**src/rtl/pgw_pkg.sv**
```systemverilog
package pgw_pkg;
    typedef enum logic [1:0] {
        ST_IDLE,
        ST_FILL,
        ST_ERASE,
        ST_PROG
    } pgw_state_e;
endpackage

```
**src/rtl/pgw_latch_bank.sv**
```systemverilog
// Page buffer: one data latch and one valid mark per page offset.
module pgw_latch_bank #(
    parameter int SLOTS  = 8,
    parameter int DATA_W = 8,
    localparam int IDX_W = $clog2(SLOTS)
) (
    input  logic              clk,
    input  logic              rst_n,
    input  logic              clr,
    input  logic              wr_en,
    input  logic [IDX_W-1:0]  wr_idx,
    input  logic [DATA_W-1:0] wr_data,
    input  logic [IDX_W-1:0]  rd_idx,
    output logic [DATA_W-1:0] rd_data,
    output logic              rd_valid
);
    typedef struct packed {
        logic              valid;
        logic [DATA_W-1:0] data;
    } slot_t;

    logic [SLOTS-1:0]             valid_vec;
    logic [SLOTS-1:0][DATA_W-1:0] data_vec;

    for (genvar s = 0; s < SLOTS; s++) begin : g_slot
        slot_t slot_d, slot_q;

        always_comb begin
            slot_d = slot_q;
            if (clr) begin
                slot_d.valid = 1'b0;
            end else if (wr_en && (wr_idx == IDX_W'(s))) begin
                slot_d.valid = 1'b1;
                slot_d.data  = wr_data;
            end
        end

        always_ff @(posedge clk or negedge rst_n) begin
            if (!rst_n) slot_q <= '0;
            else        slot_q <= slot_d;
        end

        assign valid_vec[s] = slot_q.valid;
        assign data_vec[s]  = slot_q.data;
    end

    assign rd_valid = valid_vec[rd_idx];
    assign rd_data  = data_vec[rd_idx];
endmodule

```
**src/rtl/pgw_phase_timer.sv**
```systemverilog
// Phase counter: length loaded on arm, counts while run, wraps at phase end.
module pgw_phase_timer #(
    parameter int TIME_W    = 20,
    parameter int MIN_PHASE = 8
) (
    input  logic              clk,
    input  logic              rst_n,
    input  logic              arm,
    input  logic [TIME_W-1:0] len_in,
    input  logic              run,
    output logic [TIME_W-1:0] cnt,
    output logic              last
);
    typedef struct packed {
        logic [TIME_W-1:0] cnt;
        logic [TIME_W-1:0] plen;
    } tmr_t;

    tmr_t              tmr_d, tmr_q;
    logic [TIME_W-1:0] half;
    logic              at_end;

    assign half   = len_in >> 1;
    assign at_end = (tmr_q.cnt == (tmr_q.plen - TIME_W'(1)));

    always_comb begin
        tmr_d = tmr_q;
        if (arm) begin
            tmr_d.cnt  = '0;
            tmr_d.plen = (half < TIME_W'(MIN_PHASE)) ? TIME_W'(MIN_PHASE) : half;
        end else if (run) begin
            tmr_d.cnt = at_end ? '0 : tmr_q.cnt + TIME_W'(1);
        end
    end

    always_ff @(posedge clk or negedge rst_n) begin
        if (!rst_n) begin
            tmr_q.cnt  <= '0;
            tmr_q.plen <= TIME_W'(MIN_PHASE);
        end else begin
            tmr_q <= tmr_d;
        end
    end

    assign cnt  = tmr_q.cnt;
    assign last = run && at_end;
endmodule

```
**src/rtl/page_commit_engine.sv**
```systemverilog
// Collects one write transaction into a page buffer and commits it at STOP
// through a timed erase phase followed by a timed program phase.
module page_commit_engine
    import pgw_pkg::*;
#(
    parameter int ADDR_W     = 8,
    parameter int DATA_W     = 8,
    parameter int PAGE_BYTES = 8,
    parameter int TIME_W     = 20
) (
    input  logic              clk,
    input  logic              rst_n,
    input  logic              open_write,
    input  logic [ADDR_W-1:0] word_addr,
    input  logic              byte_valid,
    input  logic [DATA_W-1:0] byte_data,
    input  logic              bus_start,
    input  logic              bus_stop,
    input  logic              wr_protect,
    input  logic [TIME_W-1:0] cycle_len,
    output logic              busy,
    output logic              arr_we,
    output logic [ADDR_W-1:0] arr_addr,
    output logic [DATA_W-1:0] arr_wdata,
    output logic              commit_done
);
    localparam int OFF_W = $clog2(PAGE_BYTES);
    localparam int UP_W  = ADDR_W - OFF_W;

    typedef struct packed {
        pgw_state_e        state;
        logic [UP_W-1:0]   base;
        logic [OFF_W-1:0]  ptr;
        logic              got;
        logic              done;
    } ctl_t;

    ctl_t ctl_d, ctl_q;

    logic              bank_clr;
    logic              bank_we;
    logic [DATA_W-1:0] bank_rdata;
    logic              bank_rvalid;
    logic              tmr_arm;
    logic              tmr_run;
    logic [TIME_W-1:0] tmr_cnt;
    logic              tmr_last;
    logic              in_sweep;

    pgw_latch_bank #(
        .SLOTS  (PAGE_BYTES),
        .DATA_W (DATA_W)
    ) u_bank (
        .clk      (clk),
        .rst_n    (rst_n),
        .clr      (bank_clr),
        .wr_en    (bank_we),
        .wr_idx   (ctl_q.ptr),
        .wr_data  (byte_data),
        .rd_idx   (tmr_cnt[OFF_W-1:0]),
        .rd_data  (bank_rdata),
        .rd_valid (bank_rvalid)
    );

    pgw_phase_timer #(
        .TIME_W    (TIME_W),
        .MIN_PHASE (PAGE_BYTES)
    ) u_timer (
        .clk    (clk),
        .rst_n  (rst_n),
        .arm    (tmr_arm),
        .len_in (cycle_len),
        .run    (tmr_run),
        .cnt    (tmr_cnt),
        .last   (tmr_last)
    );

    always_comb begin
        ctl_d      = ctl_q;
        ctl_d.done = 1'b0;
        bank_clr   = 1'b0;
        bank_we    = 1'b0;
        tmr_arm    = 1'b0;
        tmr_run    = 1'b0;
        unique case (ctl_q.state)
            ST_IDLE: begin
                if (open_write) begin
                    ctl_d.state = ST_FILL;
                    ctl_d.base  = word_addr[ADDR_W-1:OFF_W];
                    ctl_d.ptr   = word_addr[OFF_W-1:0];
                    ctl_d.got   = 1'b0;
                    bank_clr    = 1'b1;
                end
            end
            ST_FILL: begin
                if (bus_stop) begin
                    if (ctl_q.got && !wr_protect) begin
                        ctl_d.state = ST_ERASE;
                        tmr_arm     = 1'b1;
                    end else begin
                        ctl_d.state = ST_IDLE;
                    end
                end else if (bus_start) begin
                    ctl_d.state = ST_IDLE;
                end else if (open_write) begin
                    ctl_d.base = word_addr[ADDR_W-1:OFF_W];
                    ctl_d.ptr  = word_addr[OFF_W-1:0];
                    ctl_d.got  = 1'b0;
                    bank_clr   = 1'b1;
                end else if (byte_valid) begin
                    bank_we   = 1'b1;
                    ctl_d.ptr = ctl_q.ptr + OFF_W'(1);
                    ctl_d.got = 1'b1;
                end
            end
            ST_ERASE: begin
                tmr_run = 1'b1;
                if (tmr_last) ctl_d.state = ST_PROG;
            end
            ST_PROG: begin
                tmr_run = 1'b1;
                if (tmr_last) begin
                    ctl_d.state = ST_IDLE;
                    ctl_d.done  = 1'b1;
                end
            end
            default: ctl_d.state = ST_IDLE;
        endcase
    end

    always_ff @(posedge clk or negedge rst_n) begin
        if (!rst_n) begin
            ctl_q.state <= ST_IDLE;
            ctl_q.base  <= '0;
            ctl_q.ptr   <= '0;
            ctl_q.got   <= 1'b0;
            ctl_q.done  <= 1'b0;
        end else begin
            ctl_q <= ctl_d;
        end
    end

    assign busy        = (ctl_q.state == ST_ERASE) || (ctl_q.state == ST_PROG);
    assign in_sweep    = (tmr_cnt < TIME_W'(PAGE_BYTES));
    assign arr_we      = busy && in_sweep && bank_rvalid;
    assign arr_addr    = {ctl_q.base, tmr_cnt[OFF_W-1:0]};
    assign arr_wdata   = (ctl_q.state == ST_ERASE) ? {DATA_W{1'b1}} : bank_rdata;
    assign commit_done = ctl_q.done;
endmodule

```
**config.mk**
```make
export PLATFORM = sky130hd
export DESIGN_NAME = page_commit_engine
export DESIGN_NICKNAME = d
export VERILOG_FILES = /design/src/rtl/pgw_pkg.sv /design/src/rtl/pgw_latch_bank.sv /design/src/rtl/pgw_phase_timer.sv /design/src/rtl/page_commit_engine.sv
export SDC_FILE = /design/constraint.sdc
export NUM_CORES = 1
export LEC_CHECK = 0
export ABC_AREA = 1
export CAP_MARGIN = 0
export CORE_MARGIN = 10
export CORE_UTILIZATION = 30
export DETAILED_ROUTE_END_ITERATION = 10
export GPL_TIMING_DRIVEN = 0
export HOLD_SLACK_MARGIN = 0.03
export PLACE_DENSITY = 0.61
export SYNTH_ARGS = -nofsm -noshare
export SYNTH_HDL_FRONTEND = slang
export SYNTH_SLANG_ARGS = --single-unit
export TNS_END_PERCENT = 20
```
**constraint.sdc**
```tcl
create_clock -name clk -period 2 [get_ports clk]
set_input_delay 0.4 -clock clk [delete_from_list [all_inputs] [get_ports clk]]
set_output_delay 0.4 -clock clk [all_outputs]
set_load 0.03 [all_outputs]
```
=== Yosys cells after proc, flatten, opt, wreduce, memory -nomap -nowiden ===
Cells that the tools add are included.
W data, S select, Z words.

* Flip-flop bits (word level): 124
* Latch bits: 0
* RAM bits: 0
* Bits in read-only memories: 0
* Bits of input ports: 43
* Output and inout port bits: 19
* Word-level logic and storage cells: 140
* Memories: 0

* Add/sub/neg operators: 3
* Multipliers: 0
* Divide/modulo/power cells: 0
* Order comparisons: 3
* Equality and inequality tests: 19
* Shifts and indexed selects: 0
* Muxes and demuxes: 53
* Bitwise operators: 1
* Reductions and logical operators: 38

{| class="wikitable"
|+ Operators with widths
! kind !! count
|-
| $mux W9 || 10
|-
| $mux W20 || 3
|-
| $bmux W8 S3 || 1
|-
| $mux W1 || 23
|-
| $add A20 B1 Y20 const B || 1
|-
| $eq A20 B20 Y1 || 1
|-
| $lt A20 B4 Y1 const B || 1
|-
| $reduce_bool A2 Y1 || 10
|-
| $sub A20 B1 Y20 const B || 1
|-
| $lt A19 B4 Y1 const B || 1
|-
| $mux W19 || 1
|-
| $pmux W9 S2 || 1
|-
| $mux W8 || 2
|-
| $reduce_and A2 Y1 || 8
|-
| $eq A3 B3 Y1 const B || 4
|-
| $logic_and A1 B1 Y1 || 12
|-
| $ne A2 B2 Y1 const B || 6
|-
| $mux W11 || 1
|-
| $mux W2 || 5
|-
| $reduce_and A5 Y1 || 2
|-
| $mux W4 || 2
|-
| $pmux W2 S4 || 1
|-
| $eq A3 B2 Y1 const B || 2
|-
| $ne A3 B3 Y1 const B || 2
|-
| other kinds (15) || 16
|}

=== Logic depth before layout (Yosys ltp) ===
* Word-level depth: 8
* Gate-level depth with buffers: 19
* Depth with buffers taken out: 19

=== Cells and area by module ===
A second synthesis with hierarchy kept.

* Cell total of the unflattened synthesis: 1051
* Area, all modules: 7470.9 um^2

{| class="wikitable"
|+ By module, submodules not included
! module !! times used !! cells an instance !! area each (um^2)
|-
| pgw_latch_bank || 1 || 485 || 3693.5
|-
| pgw_phase_timer || 1 || 444 || 2971.6
|-
| page_commit_engine || 1 || 122 || 805.8
|}

=== Worst setup path after synthesis ===
OpenSTA, ideal clock, no wires.

* Path type: reg2out
* Start point: reg, netlist name u_timer.cnt[0]
* End point: out arr_we
* Arrival: 1779 ps
* Path slack: -179 ps
* Cell stages (with the launch flop): 8
* Cells stage by stage: dfrtp_1 inv_1 clkbuf_1 clkbuf_1 o21ai_0 o211ai_1 nand3_1 nor2_1

* Word-level cells in the longest chain between the ends: 3
* Elaborated cells on any way between the ends: 5
* Classes of those cells: order compare: 1; mux: 2; reduce/logical: 2

{| class="wikitable"
|+ RTL lines
! what !! line !! RTL
|-
| $lt A20 B4 Y1 or $bmux W1 S3 (tied branches) || page_commit_engine.sv:144, pgw_latch_bank.sv:47 ||
|-
| $logic_and A1 B1 Y1 or $mux W1 (tied branches) || page_commit_engine.sv:145, pgw_latch_bank.sv:47 ||
|-
| $logic_and A1 B1 Y1 * || page_commit_engine.sv:145 || <nowiki>assign arr_we = busy && in_sweep && bank_rvalid;</nowiki>
|-
| end: declaration || page_commit_engine.sv:22 || <nowiki>output logic arr_we,</nowiki>
|}

Every way passes the cells marked *; elsewhere a longest branch is shown, timed or not. The select of a mux whose other input is x is not followed.

=== Worst setup path after layout ===
* Start point: reg, netlist name u_timer.cnt[0]
* End point: out arr_wdata[1]

* Word-level cells in the longest chain between the ends: 3

{| class="wikitable"
|+ RTL lines
! what !! line !! RTL
|-
| $bmux W8 S3 || pgw_latch_bank.sv:48 || <nowiki>assign rd_data = data_vec[rd_idx];</nowiki>
|-
| $mux W8 (not written as such) || pgw_latch_bank.sv:48 ||
|-
| $mux W8 || page_commit_engine.sv:147 || <nowiki>assign arr_wdata = (ctl_q.state == ST_ERASE) ? {DATA_W{1'b1}} : bank_rdata;</nowiki>
|-
| end: declaration || page_commit_engine.sv:24 || <nowiki>output logic [DATA_W-1:0] arr_wdata,</nowiki>
|}

No other way between the ends. The select of a mux whose other input is x is not followed.

==> run summary <==
Post-synth top area cell: dfrtp_1
Reg-to-reg setup timing slack: -0.19 ns
Slowest CP cell: dfrtp_2
Post-DP HPWL: 14300 microns
CP peak stage delay: 0.46 ns
I/O Buffers: 60
FF+latch area: 3080 sq um
Reg2Reg Depth: 16
Placed insts: 1195
Worst skew pair latency: 0.42 ns
R2R Path Start: u_timer.tmr_q[5]
Clock root buffer: clkbuf_16
WP data required: 1.60 ns
Pre-antenna DRT Iters: 5
Tcrit/Tclk final: 122%
Maximum vdd ir drop: 0.000518 V
Hold WC Path Type: input pin to async pin
ANT cells: 0
GP Congestion: 0.886
Longest Clk Path Bufs: 2
Pleak: 4.05 nW
Worst setup SP type: flip-flop
# rows: 54
Area delta synth->final: 41.6%
Part of the power in registers: 33.5%
Slack of the critical path: -0.434 ns
Reg clk slew, reported paths: 0.06 ns
# setup viols final: 32
Critical Path Stages: 7
Die area: 28400 sq um
Setup crit start: u_timer.cnt[0]
Switching Share: 32.7%
Violated checks: setup timing
Mapped Cells: 854
Slew margin rel.: 65.5%
Die extent in y: 169 microns
Synth area leaders: dfrtp_1 46%, nand2_1 14%, o21ai_0 7.3%
Synth Area per Inst: 7.76 sq um
Vias in the first global route: 6436
Worst Tran Pin Value: 0.518 ns
Clock Skew: 0.0138 ns
WP data arrival: 2.03 ns
Power Internal: 5.57 mW
Total track usage: 15.0%
Total CTS buffers: 17
Clock tree from TritonCTS: done
WL/cell: 17.0 microns
Number of top-level pins: 62
Clock group share of total power: 39.2%
Antenna violations before repair: 0
Core area: 21800 sq um
Via count: 6430
Global-route wire length before repair: 34400 microns
Syn. warnings: 0
Max-cap violations: 0
Post-route cell area: 9390 sq um
Comb power frac: 27.3%
Die W: 169 microns
Pwr/cell area: 883 nW/um^2
CP Cell Sequence: inv_2, buf_4, clkbuf_4, nand2_1, a221oi_4, or3b_4, buf_6
Crit path kind: flip-flop to primary output
DRC errors left: 0
Reg-to-Reg End: ctl_q[10]
Core Util, Final: 43.1%
Post-route setup TNS: -6.60 ns
Count of final hold-check violations: 0
CP Capture Point: arr_wdata[1]
Crit path max-delay family: buffers and inverters
CTS H-Tree Depth: 4
Pin count of the biggest net entering global routing: 95
DRT Wirelength: 21500 microns
CP Max Fanout: 5
Multi-input gate area: 3670 sq um
Post-DP Area: 7620 sq um
Worst hold slack: 0.428 ns
Bufs and invs on worst path: 4
Cell area after synthesis: 6630 sq um
Fin crit period: 2.43 ns
Post-DRT Antenna Nets: 0
Worst Setup End Kind: primary output
Post-synthesis sequential area ratio: 46.5%
Fin cells: 1261
RSZ-0062 raised after global routing: yes
Post-synthesis cell type count: 39
Filler cell count: 2105
Status: finished, violations left
Yosys top cell area share: 46.1%
#FFs+latches synth: 123
Switching pwr: 2.71 mW
Sink Count: 123
Vias per inst: 5.10
Synth Net Count: 905
Overflow after GRT: 0
F_max: 411 MHz
Share of layout cells above drive strength 1: 25.4%
Initial core utilization: 30.5%
DRT iter0 DRCs: 466
Nets: 1019
Final Slew Violations: 0
## cell usage in the layout (no fill, tap or decap), drive strengths merged
master / Yosys / routed
dfstp: 1 / 1
dlygate4sd2: 0 / 1
nand3: 39 / 39
a221oi: 16 / 16
clkinvlp: 0 / 2
clkinv: 1 / 6
nand4: 22 / 22
a21oi: 43 / 43
nor2: 53 / 54
dlygate4sd3: 0 / 1
o211ai: 2 / 2
inv: 76 / 79
nor3: 14 / 14
nand2: 256 / 256
dfrtp: 122 / 122
nand3b: 1 / 1
nor3b: 1 / 1
a31oi: 2 / 2
nor4: 10 / 10
or2: 1 / 1
a41oi: 1 / 1
or3b: 8 / 8
a22oi: 1 / 1
xor2: 19 / 19
bufinv: 0 / 3
xnor2: 3 / 3
clkdlybuf4s50: 0 / 44
clkbuf: 23 / 39
o21ai: 97 / 97
ha: 8 / 8
o22ai: 15 / 15
buf: 19 / 70
## metrics by stage
| stage | worst slack (ns) | total power [mW] |
|---|---|---|
| 2_1_floorplan | -0.00429 | 3.80 |
| 3_3_place_gp | -4.57 | 4.36 |
| 3_5_place_dp | -1.24 | 4.38 |
| 4_1_cts | -0.392 | 8.07 |
| 5_1_grt | -0.481 | 8.64 |
| 6_report | -0.434 | 8.28 |
## synth_stat cells
master    number
a21oi_1       42
a21oi_2        1
a221oi_1      16
a22oi_1        1
a31oi_1        2
a41oi_1        1
buf_1          4
buf_2          4
buf_4          9
buf_6          2
clkbuf_1      18
clkbuf_2       4
clkbuf_8       1
clkinv_1       1
dfrtp_1      122
dfstp_2        1
ha_1           8
inv_1         75
inv_2          1
nand2_1      255
nand2_4        1
nand3_1       38
nand3_2        1
nand3b_1       1
nand4_1       22
nor2_1        49
nor2_2         4
nor3_1        13
nor3_4         1
nor3b_1        1
nor4_1         9
nor4_2         1
o211ai_1       2
o21ai_0       97
o22ai_1       15
or2_2          1
or3b_2         8
xnor2_1        3
xor2_1        19
## cells by family (layout without fill, tap and decap cells)
family,count (synthesis),count (layout),share of synthesized area [%]
and+or+nand+nor,405,406,26.5
AOI/OAI and AO/OA,177,177,14.8
DFF,123,123,46.5
buffers and inverters,119,245,7.78
xor gates and xnor gates,22,22,2.91
adders and majority gates,8,8,1.51
## what timing repair did
item / CTS / global route
endpoints found under the hold margin: 28 / 0
pin swaps: 26 / 17
gates cloned: 5 / 1
setup buffers: 23 / 4
resized for setup: 229 / 63
hold buffers: 1 / 0
setup endpoints to repair: 127 / 123
## power groups by stage
stage | logic [mW] | registers [mW] | clock network (mW)
2_1_floorplan | 1.05 | 2.75 | 0
3_3_place_gp | 1.55 | 2.81 | 0
3_5_place_dp | 1.57 | 2.81 | 0
4_1_cts | 2.03 | 2.76 | 3.29
5_1_grt | 2.44 | 2.78 | 3.41
6_report | 2.26 | 2.77 | 3.25
## routing by layer
layer / wire [microns] / vias to the layer above / GRT usage [%]
li1: - / 3081 / -
met1: 9370 / 3152 / 18.2
met2: 10900 / 178 / 25.9
met3: 915 / 19 / 3.15
met4: 310 / 0 / 4.47
met5: 0 / - / 0
## state kept, by name (all words and copies together), names as in the netlist, named ones only
register / flops
u_bank.data_vec: 64
u_timer.cnt: 20
u_timer.tmr_q: 19
u_bank.g_slot.slot_q: 8
arr_addr: 5
ctl_q: 5
commit_done: 1
## layout make-up
type | count | share of cell area (%)
Multi-Input combinational cell | 613 | 39.2
Clock buffer | 19 | 4.83
Timing Repair Buffer | 94 | 9.97
Tap cell | 280 | 3.73
Clock inverter | 13 | 1.75
Sequential cell | 123 | 32.8
Inverter | 77 | 3.08
Buffer | 42 | 4.64
## worst min path at each step
stage                            from  depth (start not counted)  slack [ns]           endpoint
after global routing            rst_n                          2        0.45  u_timer.tmr_q[16]
after CTS                       rst_n                          2        0.43  u_timer.tmr_q[15]
after global placement    arr_addr[6]                          2        0.46        arr_addr[6]
after floorplan                 rst_n                          0        0.10          async pin
after detailed placement        rst_n                          1        0.30  u_timer.tmr_q[16]
final                           rst_n                          2        0.43  u_timer.tmr_q[16]
No activity file was read; power rests on OpenSTA's default activity.
